`config.mk`:
```
export PLATFORM = sky130hd
export DESIGN_NAME = phy_pwr_ctrl
export DESIGN_NICKNAME = d
export VERILOG_FILES = /design/src/rtl/phy_pwr_pkg.sv /design/src/rtl/phy_pwr_fsm.sv /design/src/rtl/phy_cca_gate.sv /design/src/rtl/phy_pwr_ctrl.sv
export SDC_FILE = /design/constraint.sdc
export NUM_CORES = 1
export LEC_CHECK = 0
export BUFFER_PORTS_ARGS = -buffer_cell sky130_fd_sc_hd__buf_2
export CELL_PAD_IN_SITES_DETAIL_PLACEMENT = 1
export CELL_PAD_IN_SITES_GLOBAL_PLACEMENT = 2
export CORE_MARGIN = 5
export CORE_UTILIZATION = 31
export DETAILED_ROUTE_END_ITERATION = 6
export GPL_TIMING_DRIVEN = 0
export HOLD_SLACK_MARGIN = 0.02
export MAX_ROUTING_LAYER = met4
export PLACE_DENSITY = 0.77
export SLEW_MARGIN = 20
export SYNTH_ARGS = -nofsm -noshare
export SYNTH_HDL_FRONTEND = slang
export SYNTH_HIERARCHICAL = 1
export SYNTH_SLANG_ARGS = --single-unit
```
`constraint.sdc`:
```
create_clock -name clk -period 4.4 [get_ports clk]
set_clock_uncertainty 0.05 [all_clocks]
set_input_delay 0.44 -clock clk [delete_from_list [all_inputs] [get_ports clk]]
set_output_delay 0.44 -clock clk [all_outputs]
set_load 0.05 [all_outputs]
```
`src/rtl/phy_pwr_pkg.sv`:
```
package phy_pwr_pkg;

  typedef enum logic [2:0] {
    ST_RESET   = 3'd0,
    ST_SLEEP   = 3'd1,
    ST_STANDBY = 3'd2,
    ST_READY   = 3'd3,
    ST_TX      = 3'd4,
    ST_RX      = 3'd5
  } pwr_state_t;

  // resting state chosen by the power-mode field; reserved code keeps cur
  function automatic pwr_state_t pm_target(input pwr_state_t cur, input logic [1:0] pm);
    case (pm)
      2'b00:   pm_target = ST_READY;
      2'b01:   pm_target = ST_STANDBY;
      2'b10:   pm_target = ST_SLEEP;
      default: pm_target = cur;
    endcase
  endfunction

  function automatic logic clock_on(input pwr_state_t s);
    clock_on = (s != ST_SLEEP) && (s != ST_RESET);
  endfunction

  function automatic logic cca_allowed(input pwr_state_t s);
    cca_allowed = (s == ST_READY) || (s == ST_RX);
  endfunction

  function automatic logic operational(input pwr_state_t s);
    operational = (s == ST_STANDBY) || (s == ST_READY) || (s == ST_TX) || (s == ST_RX);
  endfunction

endpackage

```
`src/rtl/phy_pwr_fsm.sv`:
```
module phy_pwr_fsm
  import phy_pwr_pkg::*;
(
  input  logic       clk,
  input  logic       rst_n,
  input  logic       phy_reset_i,
  input  logic       tx_en_i,
  input  logic       rx_en_i,
  input  logic [1:0] pm_mode_i,
  input  logic       reset_done_i,
  output pwr_state_t state_o,
  output logic       phy_active_o
);

  pwr_state_t st, st_nxt;
  logic wake_q, wake_n;  // wake handshake pending in STANDBY
  logic act_q, act_n;    // frame activity in TRANSMIT / RECEIVE

  // named internal events
  logic ev_wake_req, ev_done_ok, ev_tail_tx, ev_tail_rx;
  assign ev_wake_req = (st == ST_SLEEP) && tx_en_i && rx_en_i && !phy_reset_i;
  assign ev_done_ok  = (st == ST_RESET) && reset_done_i && !phy_reset_i;
  assign ev_tail_tx  = (st == ST_TX) && act_q && !tx_en_i && !phy_reset_i;
  assign ev_tail_rx  = (st == ST_RX) && act_q && !rx_en_i && !phy_reset_i;

  always_comb begin
    st_nxt = st;
    wake_n = wake_q;
    act_n  = act_q;
    if (phy_reset_i) begin
      st_nxt = ST_RESET;
      wake_n = 1'b0;
      act_n  = 1'b0;
    end else begin
      case (st)
        ST_RESET: if (reset_done_i) st_nxt = ST_STANDBY;
        ST_SLEEP: begin
          if (tx_en_i && rx_en_i) begin
            st_nxt = ST_STANDBY;
            wake_n = 1'b1;
          end
        end
        ST_STANDBY: begin
          if (wake_q) begin
            if (!tx_en_i && !rx_en_i) wake_n = 1'b0;
          end else begin
            st_nxt = pm_target(st, pm_mode_i);
          end
        end
        ST_READY: begin
          if (tx_en_i ^ rx_en_i) begin
            st_nxt = tx_en_i ? ST_TX : ST_RX;
            act_n  = 1'b1;
          end else if (!tx_en_i && !rx_en_i) begin
            st_nxt = pm_target(st, pm_mode_i);
          end
        end
        ST_TX: begin
          if (!tx_en_i) begin
            if (act_q) act_n = 1'b0;
            else       st_nxt = ST_READY;
          end
        end
        ST_RX: begin
          if (!rx_en_i) begin
            if (act_q) act_n = 1'b0;
            else       st_nxt = ST_READY;
          end
        end
        default: st_nxt = ST_RESET;
      endcase
    end
  end

  always_ff @(posedge clk or negedge rst_n) begin
    if (!rst_n) begin
      st     <= ST_RESET;
      wake_q <= 1'b0;
      act_q  <= 1'b0;
    end else begin
      st     <= st_nxt;
      wake_q <= wake_n;
      act_q  <= act_n;
    end
  end

  assign state_o      = st;
  assign phy_active_o = (st == ST_RESET) || wake_q || act_q;

  p_reset_wins_r1: assert property (@(posedge clk) disable iff (!rst_n)
    phy_reset_i |=> (st == ST_RESET));

  p_done_exit_r3: assert property (@(posedge clk) disable iff (!rst_n)
    ev_done_ok |=> (st == ST_STANDBY) && !phy_active_o);

  p_wake_entry_r4: assert property (@(posedge clk) disable iff (!rst_n)
    ev_wake_req |=> (st == ST_STANDBY) && phy_active_o);

  p_tx_tail_r8: assert property (@(posedge clk) disable iff (!rst_n)
    ev_tail_tx |=> (st == ST_TX) && !phy_active_o);

  p_rx_tail_r8: assert property (@(posedge clk) disable iff (!rst_n)
    ev_tail_rx |=> (st == ST_RX) && !phy_active_o);

endmodule

```
`src/rtl/phy_cca_gate.sv`:
```
module phy_cca_gate #(
  parameter int unsigned VALID_CYCLES = 4
) (
  input  logic clk,
  input  logic rst_n,
  input  logic enable_i,
  input  logic allowed_i,
  output logic report_o
);

  localparam int unsigned CW = $clog2(VALID_CYCLES + 1);
  localparam logic [CW-1:0] LIMIT = CW'(VALID_CYCLES);

  logic [CW-1:0] cnt_q;
  logic          settled;

  always_ff @(posedge clk or negedge rst_n) begin
    if (!rst_n)            cnt_q <= '0;
    else if (!enable_i)    cnt_q <= '0;
    else if (cnt_q != LIMIT) cnt_q <= cnt_q + 1'b1;
  end

  assign settled  = (cnt_q == LIMIT);
  assign report_o = enable_i && settled && allowed_i;

  p_cca_needs_enable_r10: assert property (@(posedge clk) disable iff (!rst_n)
    !enable_i |=> !report_o);

endmodule

```
`src/rtl/phy_pwr_ctrl.sv`:
```
module phy_pwr_ctrl
  import phy_pwr_pkg::*;
#(
  parameter int unsigned CCA_VALID_CYCLES = 4
) (
  input  logic       clk,
  input  logic       rst_n,
  input  logic       phy_reset_i,
  input  logic       tx_en_i,
  input  logic       rx_en_i,
  input  logic [1:0] pm_mode_i,
  input  logic       reset_done_i,
  input  logic       cca_en_i,
  output logic       phy_active_o,
  output logic [2:0] state_o,
  output logic       pclk_en_o,
  output logic       ready_o,
  output logic       cca_report_o
);

  pwr_state_t cur_state;
  logic       cca_window;

  phy_pwr_fsm u_fsm (
    .clk          (clk),
    .rst_n        (rst_n),
    .phy_reset_i  (phy_reset_i),
    .tx_en_i      (tx_en_i),
    .rx_en_i      (rx_en_i),
    .pm_mode_i    (pm_mode_i),
    .reset_done_i (reset_done_i),
    .state_o      (cur_state),
    .phy_active_o (phy_active_o)
  );

  assign cca_window = cca_allowed(cur_state);

  phy_cca_gate #(.VALID_CYCLES(CCA_VALID_CYCLES)) u_cca (
    .clk       (clk),
    .rst_n     (rst_n),
    .enable_i  (cca_en_i),
    .allowed_i (cca_window),
    .report_o  (cca_report_o)
  );

  assign state_o   = cur_state;
  assign pclk_en_o = clock_on(cur_state);
  assign ready_o   = operational(cur_state) && !phy_reset_i;

  p_reset_active_r2: assert property (@(posedge clk) disable iff (!rst_n)
    (state_o == 3'd0) |-> (phy_active_o && !pclk_en_o));

  p_sleep_clock_off_r4: assert property (@(posedge clk) disable iff (!rst_n)
    (state_o == 3'd1) |-> !pclk_en_o);

  p_cca_quiet_r10: assert property (@(posedge clk) disable iff (!rst_n)
    cca_report_o |-> (state_o == 3'd3 || state_o == 3'd5));

  p_ready_level_r9: assert property (@(posedge clk) disable iff (!rst_n)
    phy_reset_i |-> !ready_o);

endmodule

```
======== Word level (Yosys, flattened, before mapping) ========
Index checks and enable logic that the tools add are counted.
Widths: inputs -> output; s select.
word-level totals
  word-level logic and storage cells ...... 71
  input bits .............................. 9
  register bits ........................... 8
  output and inout port bits .............. 7
operators by class
  reduce and logical (&&, ||, !) cells .... 23
  equal/unequal tests ..................... 18
  add/subtract/negate cells ............... 1
  mux-type cells .......................... 24
  bitwise logic cells ..................... 1
operators by type and width
  operator             count
  $mux 3               11
  $ne 3x3->1 const B   6
  $pmux 3 s6           1
  $eq 3x3->1 const B   3
  $mux 1               9
  $pmux 3 s3           1
  $eq 3x2->1 const B   2
  $logic_and 1x1->1    6
  $logic_or 1x1->1     6
  $reduce_and 6->1     1
  $reduce_bool 3->1    2
  $ne 4x2->1 const B   1
  $reduce_and 4->1     1
  $reduce_bool 4->1    1
  $add 3x1->3 const B  1
  $eq 3x1->1 const B   1
  $logic_not 1->1      3
  $logic_not 3->1      1
  $ne 3x1->1 const B   1
  $ne 3x2->1 const B   1
  $pmux 1 s3           1
  $eq 2x1->1 const B   1
  $eq 2x2->1 const B   1
  $logic_not 2->1      1
  4 further kinds      4

======== Logic depth before layout (Yosys ltp) ========
  depth after elaboration ................. 6
  depth in mapped cells ................... 6
  mapped depth without buffers ............ 6

======== By module ========
Netlist, hierarchy kept.
modules (own cells, without submodules)
  module        instances  sequential area each (um2)  area each (um2)  cells each
  phy_pwr_fsm   1          125.1                       467.9            57
  phy_cca_gate  1          75.1                        167.7            18
  phy_pwr_ctrl  1          0.0                         25.0             4

======== Least setup slack after synthesis ========
No wires, ideal clock.
  path kind ............................... register to output
  start point ............................. register u_fsm.st[0] (netlist: u_fsm/state_o[0])
  end point ............................... output phy_active_o
  data arrival time ....................... 1,564 ps
  path slack .............................. 2,346 ps
  required time ........................... 3,910 ps
  buffers on the path ..................... 1
  cell stages (with the launch flop) ...... 4
  cell sequence ........................... dfrtp_1 buf_2 nor3_1 or3_1
on the way
  word-level cells in the longest chain between the ends .. 3
ends and longest elaborated chain
  element                        line                source
  start, declared                phy_pwr_fsm.sv:15   pwr_state_t st, st_nxt;
  start signal, assigned         phy_pwr_fsm.sv:81   st <= st_nxt;
  $logic_not 3->1                --
  $logic_or 1x1->1 (2 in a row)  phy_pwr_fsm.sv:88   assign phy_active_o = (st == ST_RESET) || wake_q || act_q;
  end, declared                  phy_pwr_ctrl.sv:14  output logic phy_active_o,
No other way between the ends.

======== Worst setup path in the final report ========
Ends and elaborated chain as after synthesis.

==> flow_summary.ini <==
[timing]
whs_ns = 0.407
tightest_slew_ns = 0.566
grt_setup_unrepaired = false
hold_violations = 0
fin_tns_setup_ns = 0
layout_setup_ws_ns = 2.30
period_share_pct = 47.7
period_minus_slack_ns = 2.10
final_max_slew_viol_count = 0
slew_headroom_pct = 62.2
fmax_ghz = 0.476
setup_violations = 0

[critical_path]
path_max_fanout = 10
crit_chain = buf_2, nor3_1, or3_1, buf_2
cp-start-kind = flop
cp.arrival_ns = 1.61
crit_path_top_delay_cell = dfrtp_1
crit_required_ns = 3.91
end_kind = output pin
setup.worst_path.class = reg2out
rr_worst_depth = 5
reg2reg_to = u_fsm/state_o[0]
reg2reg_slack_ns = 2.76
r2r-start = u_fsm/state_o[1]
cp_slowest_stage_delay_ns = 0.50
cp_common_cell = buf_2

[pwr]
p_per_area_nw_per_um2 = 359
power.leakage_uw = 0.000365
vdd_drop_max_mv = 0.201

[clocking]
numCtsBuffers = 3
clock-sinks = 8
clk_pin_slew_ns = 0.05
clock_latency_ns = 0.25
cts.htree.levels = 1
cts_tree = built
cts_root_buf = clkbuf_4
clock_path_buffers = 2

[logic_synthesis]
async_flop_share_pct = 100
synth_top_cell_area_share_pct = 30.3
synth-seq-area-share_pct = 30.3
synth-edff-count = 0
synth.ff_latch_count = 8
synth.distinct_cells = 36
synthesis.yosys.warnings = 6
synth.net_count = 92
syn_avg_cell_area_um2 = 8.36
synthTopCellsByArea = dfrtp_1, ha_1, inv_1
syn-cell-area_um2 = 661
synth_area_leader_cell = dfrtp_1
synthCells = 79
synth_ff_type = dfrtp_1

[routing]
via_count = 667
final_antenna_net_count = 0
via_per_inst = 5.34
drt_iter0_markers = 7
drt-wirelength-per-cell_um = 14.6
drc = 0
drt-total-wl_um = 1830
firstDrtPassIters = 4

[floorplan]
die_w_um = 56.2
ios = 16
dieArea_um2 = 3150
core-area_um2 = 2000
fp.dieH_um = 56.2
start_util_pct = 33.0
rows = 16

[cells_and_area]
syn2layout_area_growth_pct = 21.4
fin_nets = 113
n_antenna_cell = 0
nFillCells = 262
drive_above_1_share_pct = 24.5
layoutNonFillerInstCount = 125
seqCellArea_um2 = 200
multi_input_area_um2 = 403

[placed_design]
dp.cells = 121
dp_hpwl_um = 1490
pre_cts_slack_ns = 2.44
place_congestion = 0.802
port_buffers = 15

[global_routing]
grt_pass1_vias = 674
grt_max_degree = 11
grt.overflow.total = 0
grt_pass1_wl_um = 3170
antenna_found_initial = 0
grt_use_total_pct = 13.2

[job]
maxCapViolCount = 0

[min_path]
holdPathEnd = u_fsm/act_q
min_from = phy_reset_i
worstHoldPathType = in2reg
min_path_cells = 2

[outcome]
status = complete, no violations
==> state kept, by name, summed over array words and instances (netlist names) <==
| register | count |
|---|---|
| u_cca/cnt_q | 3 |
| u_fsm/state_o | 3 |
| u_fsm/act_q | 1 |
| u_fsm/wake_q | 1 |
==> metrics by stage <==
step                utilization [%]  instance area (um2)  total power, uW
floorplan                         -                  661              197
global placement               38.4                  769              233
detailed placement             38.4                  769              235
CTS                            40.1                  802              293
global route                   40.1                  802              312
finish                         40.1                  802              288
==> timing repair <==
item                                    4_1_cts  5_1_grt
hold buffers                                  1        0
hold endpoints to repair                      8        0
setup buffers                                 0        0
resized for setup                             0        0
endpoints found under the setup margin        0        0
==> final cells by class <==
cell class                 instances  share of cell area (%)
timing repair buffer              16                    10.6
buffer                             3                    2.96
multi-input combinational         59                    50.2
inverter                           9                    4.21
tap                               27                    4.21
sequential                         8                    25.0
clock buffer                       3                    2.81
==> report_power, final <==
part	leakage, uW	internal (uW)	switching (uW)
clock	0.0000138	31.1	22.8
sequential	0.000107	82.2	11.7
combinational	0.000244	45.1	95.3
total	0.000365	158	130
==> layout by cell type (no fill, tap or decap), drive strengths merged, types with 2 or more instances in the layout <==
master  count
o21ai      11
nand2       3
dfrtp       8
nand4       2
nor3b       2
nor2b       2
or2         2
ha          4
nand2b      3
buf        18
a21oi       5
inv         9
clkbuf      3
nor2        3
nor3        3
or3         2
nand3       2
==> synth_stat cells (all sizes together), types with 3 or more instances <==
master,n
o21ai,11
inv,9
dfrtp,8
a21oi,5
ha,4
buf,3
nand2,3
nand2b,3
nor2,3
nor3,3
==> cell families after synthesis <==
logic type | Yosys count | synth area share, %
xor gates and xnor gates | 1 | 1.33
and+or+nand+nor | 28 | 25.9
buffers and inverters | 12 | 8.71
adders and majority gates | 4 | 7.58
DFF | 8 | 30.3
AOI/OAI and AO/OA | 26 | 26.1
==> routing by layer <==
layer | wire [um] | share of wire [%] | track usage, %
met1 | 841 | 46 | 16.4
met2 | 861 | 47 | 19.7
met3 | 106 | 5.8 | 4.87
met4 | 19 | 1.0 | 4.07
met5 | 0 | 0 | -
==> critical path, delay by kind of cell, from the launching register on <==
kind | cells | cell delay, ns
DFF | 1 | 0.50
buffers and inverters | 2 | 0.50
and+or+nand+nor | 2 | 0.36
==> worst max-delay path by stage <==
stage                startpoint               end  slack [ns]  cells after the start
2_1_floorplan  u_fsm/state_o[0]      phy_active_o        2.35                      3
3_3_place_gp            tx_en_i  u_fsm/state_o[1]        2.45                      7
3_5_place_dp            tx_en_i  u_fsm/state_o[1]        2.44                      7
4_1_cts        u_fsm/state_o[0]      phy_active_o        2.29                      4
5_1_grt        u_fsm/state_o[0]      phy_active_o        2.19                      4
6_report       u_fsm/state_o[0]      phy_active_o        2.30                      4
Power figures use the tool's default switching activity.
